$ cat config.mk
export PLATFORM = sky130hd
export DESIGN_NAME = rrm_sched
export DESIGN_NICKNAME = d
export VERILOG_FILES = /design/src/rtl/rrm_pkg.sv /design/src/rtl/rr_pick.sv /design/src/rtl/rrm_round.sv /design/src/rtl/rrm_sched.sv
export SDC_FILE = /design/constraint.sdc
export NUM_CORES = 1
export LEC_CHECK = 0
export BUFFER_PORTS_ARGS = -buffer_cell sky130_fd_sc_hd__buf_2
export CORE_MARGIN = 2
export CORE_UTILIZATION = 64
export DETAILED_ROUTE_END_ITERATION = 10
export PLACE_DENSITY = 0.86
export SETUP_SLACK_MARGIN = 0.2
export SYNTH_ARGS = -nofsm -noshare
export SYNTH_HDL_FRONTEND = slang
export SYNTH_HIERARCHICAL = 1
export SYNTH_SLANG_ARGS = --single-unit
$ cat constraint.sdc
create_clock -name clk_i -period 4.5 [get_ports clk_i]
set_input_delay 1.125 -clock clk_i [delete_from_list [all_inputs] [get_ports clk_i]]
set_output_delay 1.125 -clock clk_i [all_outputs]
set_load 0.05 [all_outputs]
$ cat src/rtl/rrm_pkg.sv
package rrm_pkg;
  localparam int unsigned PORTS_DEF = 4;
  localparam int unsigned ITERS_DEF = 3;

  // pick lowest set bit at or above ptr, else lowest set bit overall
  function automatic logic [31:0] rr_mask(input int unsigned n, input int unsigned ptr);
    logic [31:0] m;
    m = '0;
    for (int unsigned k = 0; k < 32; k++) m[k] = (k >= ptr) && (k < n);
    return m;
  endfunction
endpackage

$ cat src/rtl/rr_pick.sv
module rr_pick #(
  parameter int unsigned N  = 4,
  localparam int unsigned PW = (N > 1) ? $clog2(N) : 1
) (
  input  logic [N-1:0]  req_i,
  input  logic [PW-1:0] ptr_i,
  output logic [N-1:0]  gnt_o
);
  logic [31:0]  mask_w;
  logic [N-1:0] hi, sel;

  assign mask_w = rrm_pkg::rr_mask(N, 32'(ptr_i));

  always_comb begin
    hi    = req_i & mask_w[N-1:0];
    sel   = (|hi) ? hi : req_i;
    gnt_o = sel & (~sel + N'(1));
  end
endmodule

$ cat src/rtl/rrm_round.sv
module rrm_round #(
  parameter int unsigned N  = 4,
  localparam int unsigned PW = (N > 1) ? $clog2(N) : 1
) (
  input  logic [N*N-1:0]  req_i,
  input  logic [N-1:0]    in_free_i,
  input  logic [N-1:0]    out_free_i,
  input  logic [N*PW-1:0] gptr_i,
  input  logic [N*PW-1:0] aptr_i,
  output logic [N*N-1:0]  acc_o
);
  logic [N-1:0] col_req [N];
  logic [N-1:0] col_gnt [N];
  logic [N-1:0] row_gnt [N];
  logic [N-1:0] row_acc [N];

  for (genvar j = 0; j < N; j++) begin : g_out
    for (genvar i = 0; i < N; i++) begin : g_bit
      assign col_req[j][i] = req_i[i*N+j] & in_free_i[i] & out_free_i[j];
      assign row_gnt[i][j] = col_gnt[j][i];
    end
    rr_pick #(.N(N)) u_gnt (
      .req_i(col_req[j]),
      .ptr_i(gptr_i[j*PW +: PW]),
      .gnt_o(col_gnt[j])
    );
  end

  for (genvar i = 0; i < N; i++) begin : g_in
    rr_pick #(.N(N)) u_acc (
      .req_i(row_gnt[i]),
      .ptr_i(aptr_i[i*PW +: PW]),
      .gnt_o(row_acc[i])
    );
    assign acc_o[i*N +: N] = row_acc[i];
  end
endmodule

$ cat src/rtl/rrm_sched.sv
module rrm_sched #(
  parameter int unsigned N     = rrm_pkg::PORTS_DEF,
  parameter int unsigned ITERS = rrm_pkg::ITERS_DEF,
  localparam int unsigned PW = (N > 1) ? $clog2(N) : 1,
  localparam int unsigned CW = $clog2(ITERS + 1)
) (
  input  logic           clk_i,
  input  logic           rst_ni,
  input  logic           start_i,
  input  logic [N*N-1:0] req_i,
  output logic [N*N-1:0] match_o,
  output logic           done_o
);
  logic [N*N-1:0] req_q, match_q, acc;
  logic [CW-1:0]  cnt_q;
  logic           busy_q, done_q;
  logic [PW-1:0]  gptr_q [N];
  logic [PW-1:0]  aptr_q [N];
  logic [N*PW-1:0] gptr_flat, aptr_flat;
  logic [N-1:0]   in_free, out_free;
  logic           first_rnd;

  for (genvar p = 0; p < N; p++) begin : g_port
    logic [N-1:0] col;
    for (genvar q = 0; q < N; q++) begin : g_col
      assign col[q] = match_q[q*N+p];
    end
    assign in_free[p]  = ~|match_q[p*N +: N];
    assign out_free[p] = ~|col;
    assign gptr_flat[p*PW +: PW] = gptr_q[p];
    assign aptr_flat[p*PW +: PW] = aptr_q[p];
  end

  rrm_round #(.N(N)) u_round (
    .req_i     (req_q),
    .in_free_i (in_free),
    .out_free_i(out_free),
    .gptr_i    (gptr_flat),
    .aptr_i    (aptr_flat),
    .acc_o     (acc)
  );

  assign first_rnd = busy_q && (cnt_q == '0);

  always_ff @(posedge clk_i or negedge rst_ni) begin
    if (!rst_ni) begin
      req_q   <= '0;
      match_q <= '0;
      cnt_q   <= '0;
      busy_q  <= 1'b0;
      done_q  <= 1'b0;
    end else begin
      done_q <= 1'b0;
      if (busy_q) begin
        match_q <= match_q | acc;
        cnt_q   <= cnt_q + CW'(1);
        if (cnt_q == CW'(ITERS - 1)) begin
          busy_q <= 1'b0;
          done_q <= 1'b1;
        end
      end else if (start_i) begin
        req_q   <= req_i;
        match_q <= '0;
        cnt_q   <= '0;
        busy_q  <= 1'b1;
      end
    end
  end

  always_ff @(posedge clk_i or negedge rst_ni) begin
    if (!rst_ni) begin
      for (int p = 0; p < N; p++) begin
        gptr_q[p] <= '0;
        aptr_q[p] <= '0;
      end
    end else if (first_rnd) begin
      for (int i = 0; i < N; i++) begin
        for (int j = 0; j < N; j++) begin
          if (acc[i*N+j]) begin
            gptr_q[j] <= PW'((i + 1) % N);
            aptr_q[i] <= PW'((j + 1) % N);
          end
        end
      end
    end
  end

  assign match_o = match_q;
  assign done_o  = done_q;
endmodule

Word level (Yosys, flattened, before mapping)
Index checks and enable logic that the tools add are counted.

Eq/ne operators: 1. Bitwise operators: 58. Order comparisons: 24. Add/sub/neg operators: 9. Muxes and demuxes: 48. Reductions and logical operators: 44.

Operator list (number): $mux W2 (33); $and A4 B4 Y4 (16); $reduce_or A4 Y1 (16); $add A4 B1 Y4 const B (8); $and A1 B1 Y1 (32); $ge A1 B2 Y1 const A (16); $mux W16 (2); $mux W4 (8); $not A4 Y4 (8); $reduce_bool A4 Y1 (8); $reduce_and A2 Y1 (9); $ge A2 B2 Y1 const A (8); $or A16 B16 Y16 (1); $logic_not A1 Y1 (8); $mux W1 (5); $add A2 B1 Y2 const B (1); $eq A2 B2 Y1 const B (1); $logic_not A2 Y1 (1); $reduce_bool A2 Y1 (1); $logic_and A1 B1 Y1 (1); $not A1 Y1 (1).

Register bits: 52. Output and inout port bits: 17.

Logic depth before layout (Yosys ltp)
Gate-level depths: netlist of the first run.

Depth in word-level cells: 20. Mapped depth: 10. Gate-level depth less buffers: 10.

Hierarchy
Netlist of the first run, hierarchy kept.

Modules (own cells, without submodules): rrm_sched (seq. area each 1301.2 µm², cells each 214, instances 1, area each 2432.3 µm²); rr_pick (seq. area each 0.0 µm², cells each 16, instances 8, area each 107.6 µm²); rrm_round (seq. area each 0.0 µm², cells each 16, instances 1, area each 100.1 µm²).

Worst setup path after synthesis of the first run
No wires, ideal clock.

Path type: register to register. From: register match_q[14] (netlist: match_o[14]). To: register gptr_q (netlist bit gptr_flat[4]). Period minus slack after synthesis: 2.747 ns. Data required time: 4.378 ns. Arrival time: 2.626 ns. Buffers on the path: 0. Cell stages (with the launch flop): 10. Setup slack: 1.753 ns. Cells stage by stage: dfrtp_1 -> nor4_1 -> and3_1 -> a2bb2oi_1 -> o22ai_1 -> and2_1 -> nor2b_2 -> a32o_2 -> or3_1 -> o2111a_1.

RTL lines: start: declaration (line rrm_sched.sv:14) `logic [N*N-1:0] req_q, match_q, acc;`; start signal: assignment (line rrm_sched.sv:55) `match_q <= match_q | acc;`; end signal: indexed assignment (line rrm_sched.sv:80) `gptr_q[j] <= PW'((i + 1) % N);`; end: declaration (line rrm_sched.sv:17) `logic [PW-1:0] gptr_q [N];`.

==> qor.yml, run 1 <==
fin_area_sq_um: 3685
clk_pin_slew_worst_paths_ns: 0.09
p_comb_frac: 0.493
power_frac_seq: 0.385
ys_ff_latch: 52
fin_skew_ns: 0.005436
antenna_found_initial: 0
rows: 26
hp-class: "reg2reg"
grt_max_degree: 30
area_delta_synth_final_pct: 8.591
muxShareOfSynthArea: 0.06195
p_sw_frac: 0.4917
fin_tns_setup_ns: 0
switchingPower_w: 0.001135
htree_levels: 2
rsz0062_at_grt: "no"
cts_setup_buffers: 0
ctsResizeCount: 0
timing.fmax_mhz: 287.2
min_period_ns: 3.482
synth-compound-area-share: 0.3038
wl_mm: 9.111
dieWidth_microns: 76.82
core-area_sq_um: 5107
grt_pass1_vias: 2994
final_common_cell: "dfrtp_1"
grt_pass1_wl_mm: 14.99
drtPass1Iterations: 6
ios: 36
syn-num-nets: 379
max-slew-margin-rel: 0.2622
synth_ff_type: "dfrtp_1"
cts_tree: "yes"
antennaDiodeCount: 0
grt_usage: 0.3212
slew_violations: 0
ant_nets: 0
drive_above_1_share: 0.2404
leakagePower_nw: 1.751
ys_async_sr_fraction: 1.000
ctsHoldBuffers: 0
timing.final.crit_share: 0.7738
via_per_inst: 6.980
crit_type: "reg2reg"
first_iter_violations: 449
clk_latency_ns: 0.31
hold_viol_final: 0
synth-simple-area-share: 0.1733
cts_root_buf: "clkbuf_8"
internal_power_w: 0.001173
required_ns: 4.72
synth_area_sq_um: 3393
wl_per_cell_microns: 19.76
worst_pin_slew_ns: 1.097
synthAdderAreaFrac: 0.007375
endpoint_kind: "flop"
synth.avg_cell_area_sq_um: 9.478
worstPathArrival_ns: 3.70
syn_inst: 358
chipHeight_microns: 76.82
numPortBuffers: 35
vias: 3218
cts_buffers: 5
finalSetupViolations: 0
p_total_w: 0.002309
status: "completed"
final_cell_mix: "dfrtp_1, o21ai_0, buf_2, inv_1, a21oi_1"
hold_slack_ns: 0.5174
remaining_drc_errors: 0
dpl_cell_area_sq_um: 3591
cp-start-kind: "flop"
cap_viol_max_count: 0
clock_power_share: 0.122
synth_top_family_by_area: "compound AO/OA/AOI/OAI gates"
gr-total-overflow: 0
synth_xor_area_frac: 0
fin_util: 0.7215
synth_edf_count: 0
path_max_fanout: 7
initial_utilization: 0.6644
place_congestion: 0.9549
power_density_nw_per_um2: 626.5
numClockSinks: 52
yosys_warnings: 6
num-nets-final: 411
die_area_sq_um: 5901
vdd_drop_max_v: 0.0006940
post-dp-hpwl_mm: 6.416
clockBufferDepth: 2
yosysUniqueCellTypes: 40
yosysSeqAreaShare: 0.3835
[sequential cells by signal, indices dropped and copies added, names as in the netlist]
name,cells
match_o,16
aptr_flat,8
cnt_q,2
gptr_flat,8
done_o,1
busy_q,1
req_q,16
[path summary, 6_finish.rpt]
check,start,to,slack [ns],depth (start not counted)
min reg2reg,req_q[10],req_q[10],0.52,1
max reg2reg,match_o[8],gptr_flat[5],1.02,9
max in group asynchronous,rst_ni,match_o[8],2.85,2
min in group asynchronous,rst_ni,req_q[8],0.86,1
max,match_o[8],gptr_flat[5],1.02,9
min,req_q[10],req_q[10],0.52,1
[worst max-delay path: stages (launching register included)]
cell and delay, ns:
dfrtp_1 0.44, nor4_1 0.95, and3_1 0.44, a2bb2oi_1 0.21
o22ai_1 0.11, and2_1 0.24, nor2b_2 0.18, a32o_2 0.28
or3b_2 0.47, o221ai_1 0.09
[power groups by stage]
stage               combinational, W  sequential, W  clock, W
CTS                          0.00112       0.000875  0.000287
finish                       0.00114       0.000889  0.000282
global route                 0.00122       0.000911  0.000304
floorplan                   0.000660        0.00105         0
detailed placement           0.00112       0.000884         0
global placement             0.00109       0.000876         0
[cells in the mapped netlist (9+ instances only)]
library cell	count	area, sq um
inv_1	34	127.6
and3_1	18	112.6
nor4_1	11	68.82
a21oi_1	20	100.1
dfrtp_1	52	1301
nor2_1	9	33.78
o21ai_0	46	230.2
and2_1	10	62.56
o22ai_1	16	100.1
[per-layer routing]
layer  track usage  vias up  part of all wire
li1              -     1448                 -
met1        0.4257     1556              0.42
met2        0.5053      174              0.47
met3       0.05765       40             0.085
met4        0.1655        0             0.031
met5             0        -                 0
[cell families after synthesis]
| group | after synthesis |
|---|---|
| AOI/OAI and AO/OA | 146 |
| and+or+nand+nor | 88 |
| buffers and inverters | 54 |
| DFF | 52 |
| muxes | 16 |
| adders and majority gates | 2 |
[stage by stage]
| stage | setup WS [ns] | instances |
|---|---|---|
| floorplan | 1.753 | 358 |
| global placement | 1.368 | 453 |
| detailed placement | 1.276 | 453 |
| CTS | 1.213 | 461 |
| global route | 0.9631 | 461 |
| finish | 1.018 | 461 |
[area by class of cell]
| cell class | count | area, sq um |
|---|---|---|
| clock buffer | 7 | 86.33 |
| inverter | 42 | 157.7 |
| timing repair buffer | 37 | 190.2 |
| tap | 70 | 87.58 |
| fill | 400 | 1423 |
| sequential | 52 | 1301 |
| clock inverter | 1 | 7.507 |
| multi-input combinational | 252 | 1854 |
(Power assumes the default switching activity.)
==> run 2, diff against run 1 <==
- CORE_UTILIZATION: 64 -> 59
- PLACE_DENSITY: 0.86 -> 0.8
- clock period: 4.5 -> 3.5 ns (I/O delays scaled with it)
==> run 2 against run 1 <==
Compared with the run above: total power increased by 33%; sequential power increased by 26%; largest power group unchanged; via count increased by 0.47%; largest cell class unchanged; utilization decreased by 4.8 points.
==> qor.yml, run 2 (synthesized netlist as in run 1, its figures left out) <==
htree_levels: 2  # unchanged
grt_usage: 0.3051  # was 0.3212
status: "completed"  # unchanged
hp-class: "reg2reg"  # unchanged
finalSetupViolations: 0  # unchanged
numClockSinks: 52  # unchanged
cts_buffers: 5  # unchanged
cap_viol_max_count: 0  # unchanged
clockBufferDepth: 2  # unchanged
wl_mm: 9.380  # was 9.111 mm
rows: 27  # was 26
chipHeight_microns: 79.84  # was 76.82 microns
crit_type: "reg2reg"  # unchanged
fin_skew_ns: 0.005525  # was 0.005436 ns
hold_viol_final: 0  # unchanged
die_area_sq_um: 6374  # was 5901 sq um
grt_pass1_wl_mm: 14.99  # unchanged
path_max_fanout: 5  # was 7
cp-start-kind: "flop"  # unchanged
p_total_w: 0.003059  # was 0.002309 W
timing.fmax_mhz: 315.6  # was 287.2 MHz
place_congestion: 0.8506  # was 0.9549
via_per_inst: 6.953  # was 6.980
gr-total-overflow: 0  # unchanged
required_ns: 3.67  # was 4.72 ns
rsz0062_at_grt: "no"  # unchanged
antenna_found_initial: 0  # unchanged
numPortBuffers: 35  # unchanged
fin_tns_setup_ns: 0  # unchanged
vdd_drop_max_v: 0.0007598  # was 0.0006940 V
drtPass1Iterations: 6  # unchanged
worstPathArrival_ns: 3.34  # was 3.70 ns
ant_nets: 0  # unchanged
grt_max_degree: 37  # was 30
ios: 36  # unchanged
timing.final.crit_share: 0.9053  # was 0.7738
cts_root_buf: "clkbuf_8"  # unchanged
leakagePower_nw: 1.777  # was 1.751 nW
min_period_ns: 3.169  # was 3.482 ns
final_cell_mix: "dfrtp_1, o21ai_0, buf_2, inv_1, a21oi_1"  # unchanged
power_density_nw_per_um2: 820.2  # was 626.5 nW/um^2
endpoint_kind: "flop"  # unchanged
grt_pass1_vias: 2883  # was 2994
ctsHoldBuffers: 0  # unchanged
first_iter_violations: 478  # was 449
core-area_sq_um: 5540  # was 5107 sq um
cts_setup_buffers: 0  # unchanged
post-dp-hpwl_mm: 6.505  # was 6.416 mm
worst_pin_slew_ns: 0.8310  # was 1.097 ns
wl_per_cell_microns: 20.17  # was 19.76 microns
antennaDiodeCount: 0  # unchanged
cts_tree: "yes"  # unchanged
drive_above_1_share: 0.2494  # was 0.2404
num-nets-final: 413  # was 411
initial_utilization: 0.6125  # was 0.6644
max-slew-margin-rel: 0.4409  # was 0.2622
vias: 3233  # was 3218
slew_violations: 0  # unchanged
clk_latency_ns: 0.31  # about the same
dieWidth_microns: 79.84  # was 76.82 microns
area_delta_synth_final_pct: 9.919  # was 8.591%
final_common_cell: "dfrtp_1"  # unchanged
clk_pin_slew_worst_paths_ns: 0.10  # was 0.09 ns
remaining_drc_errors: 0  # unchanged
## run 2: cell count changes in the layout (fill, tap and decap cells not counted)
cell	previous run	this run
clkinvlp_4	1	0
bufinv_16	0	1
buf_4	2	4
inv_8	0	1
clkinv_2	0	1
clkbuf_1	1	0
clkbuf_8	6	5
nor4_1	11	10
nor4_2	0	1
## run 2: through the flow
step / hold WS, ns / util / cell area [sq um] / setup WS (ns) / cells
2_1_floorplan: 0.4726 / - / 3393 / 0.7525 / 358
3_3_place_gp: 0.4911 / 0.6513 / 3608 / 0.5020 / 457
3_5_place_dp: 0.4958 / 0.6513 / 3608 / 0.3962 / 457
4_1_cts: 0.5239 / 0.6721 / 3724 / 0.3116 / 465
5_1_grt: 0.5406 / 0.6732 / 3730 / 0.2001 / 465
6_report: 0.5163 / 0.6732 / 3730 / 0.3313 / 465
## run 2: worst paths after layout
| kind | startpoint | to | slack, ns | depth (start not counted) |
|---|---|---|---|---|
| min | req_q[9] | req_q[9] | 0.52 | 1 |
| max | match_o[4] | aptr_flat[1] | 0.33 | 10 |
| max in group asynchronous | rst_ni | match_o[6] | 2.12 | 2 |
| max reg2reg | match_o[4] | aptr_flat[1] | 0.33 | 10 |
| min reg2reg | req_q[9] | req_q[9] | 0.52 | 1 |
| min in group asynchronous | rst_ni | req_q[4] | 0.58 | 1 |
## run 2: what timing repair did
action	CTS	global route
setup endpoints to repair	0	5
hold endpoints to repair	0	0
resized for setup	0	1
## run 2: critical path: stages (launching register included)
cell       delay [ns]
dfrtp_1          0.44
nor4_1           0.69
and3_1           0.41
a2bb2oi_1        0.20
o22ai_1          0.08
and2_1           0.23
a2bb2oi_1        0.18
o22ai_1          0.16
and2_1           0.31
or3b_2           0.18
o221ai_1         0.13
## run 2: routing by layer
metal | vias to the layer above | track usage | wire length (microns)
li1 | 1448 | - | -
met1 | 1556 | 0.4237 | 3814
met2 | 194 | 0.4639 | 4367
met3 | 35 | 0.05656 | 860
met4 | 0 | 0.1390 | 338
met5 | - | 0 | 0
## run 2: report_power, final
group | internal [W] | switching [W]
combinational | 0.000524 | 0.000976
clock | 0.000217 | 0.000222
sequential | 0.000835 | 0.000285
## run 2: cell type report
class / count / area (sq um)
tap: 72 / 90.09
clock buffer: 5 / 68.82
fill: 462 / 1810
sequential: 52 / 1301
inverter: 42 / 157.7
timing repair buffer: 39 / 205.2
multi-input combinational: 252 / 1861
clock inverter: 3 / 46.29
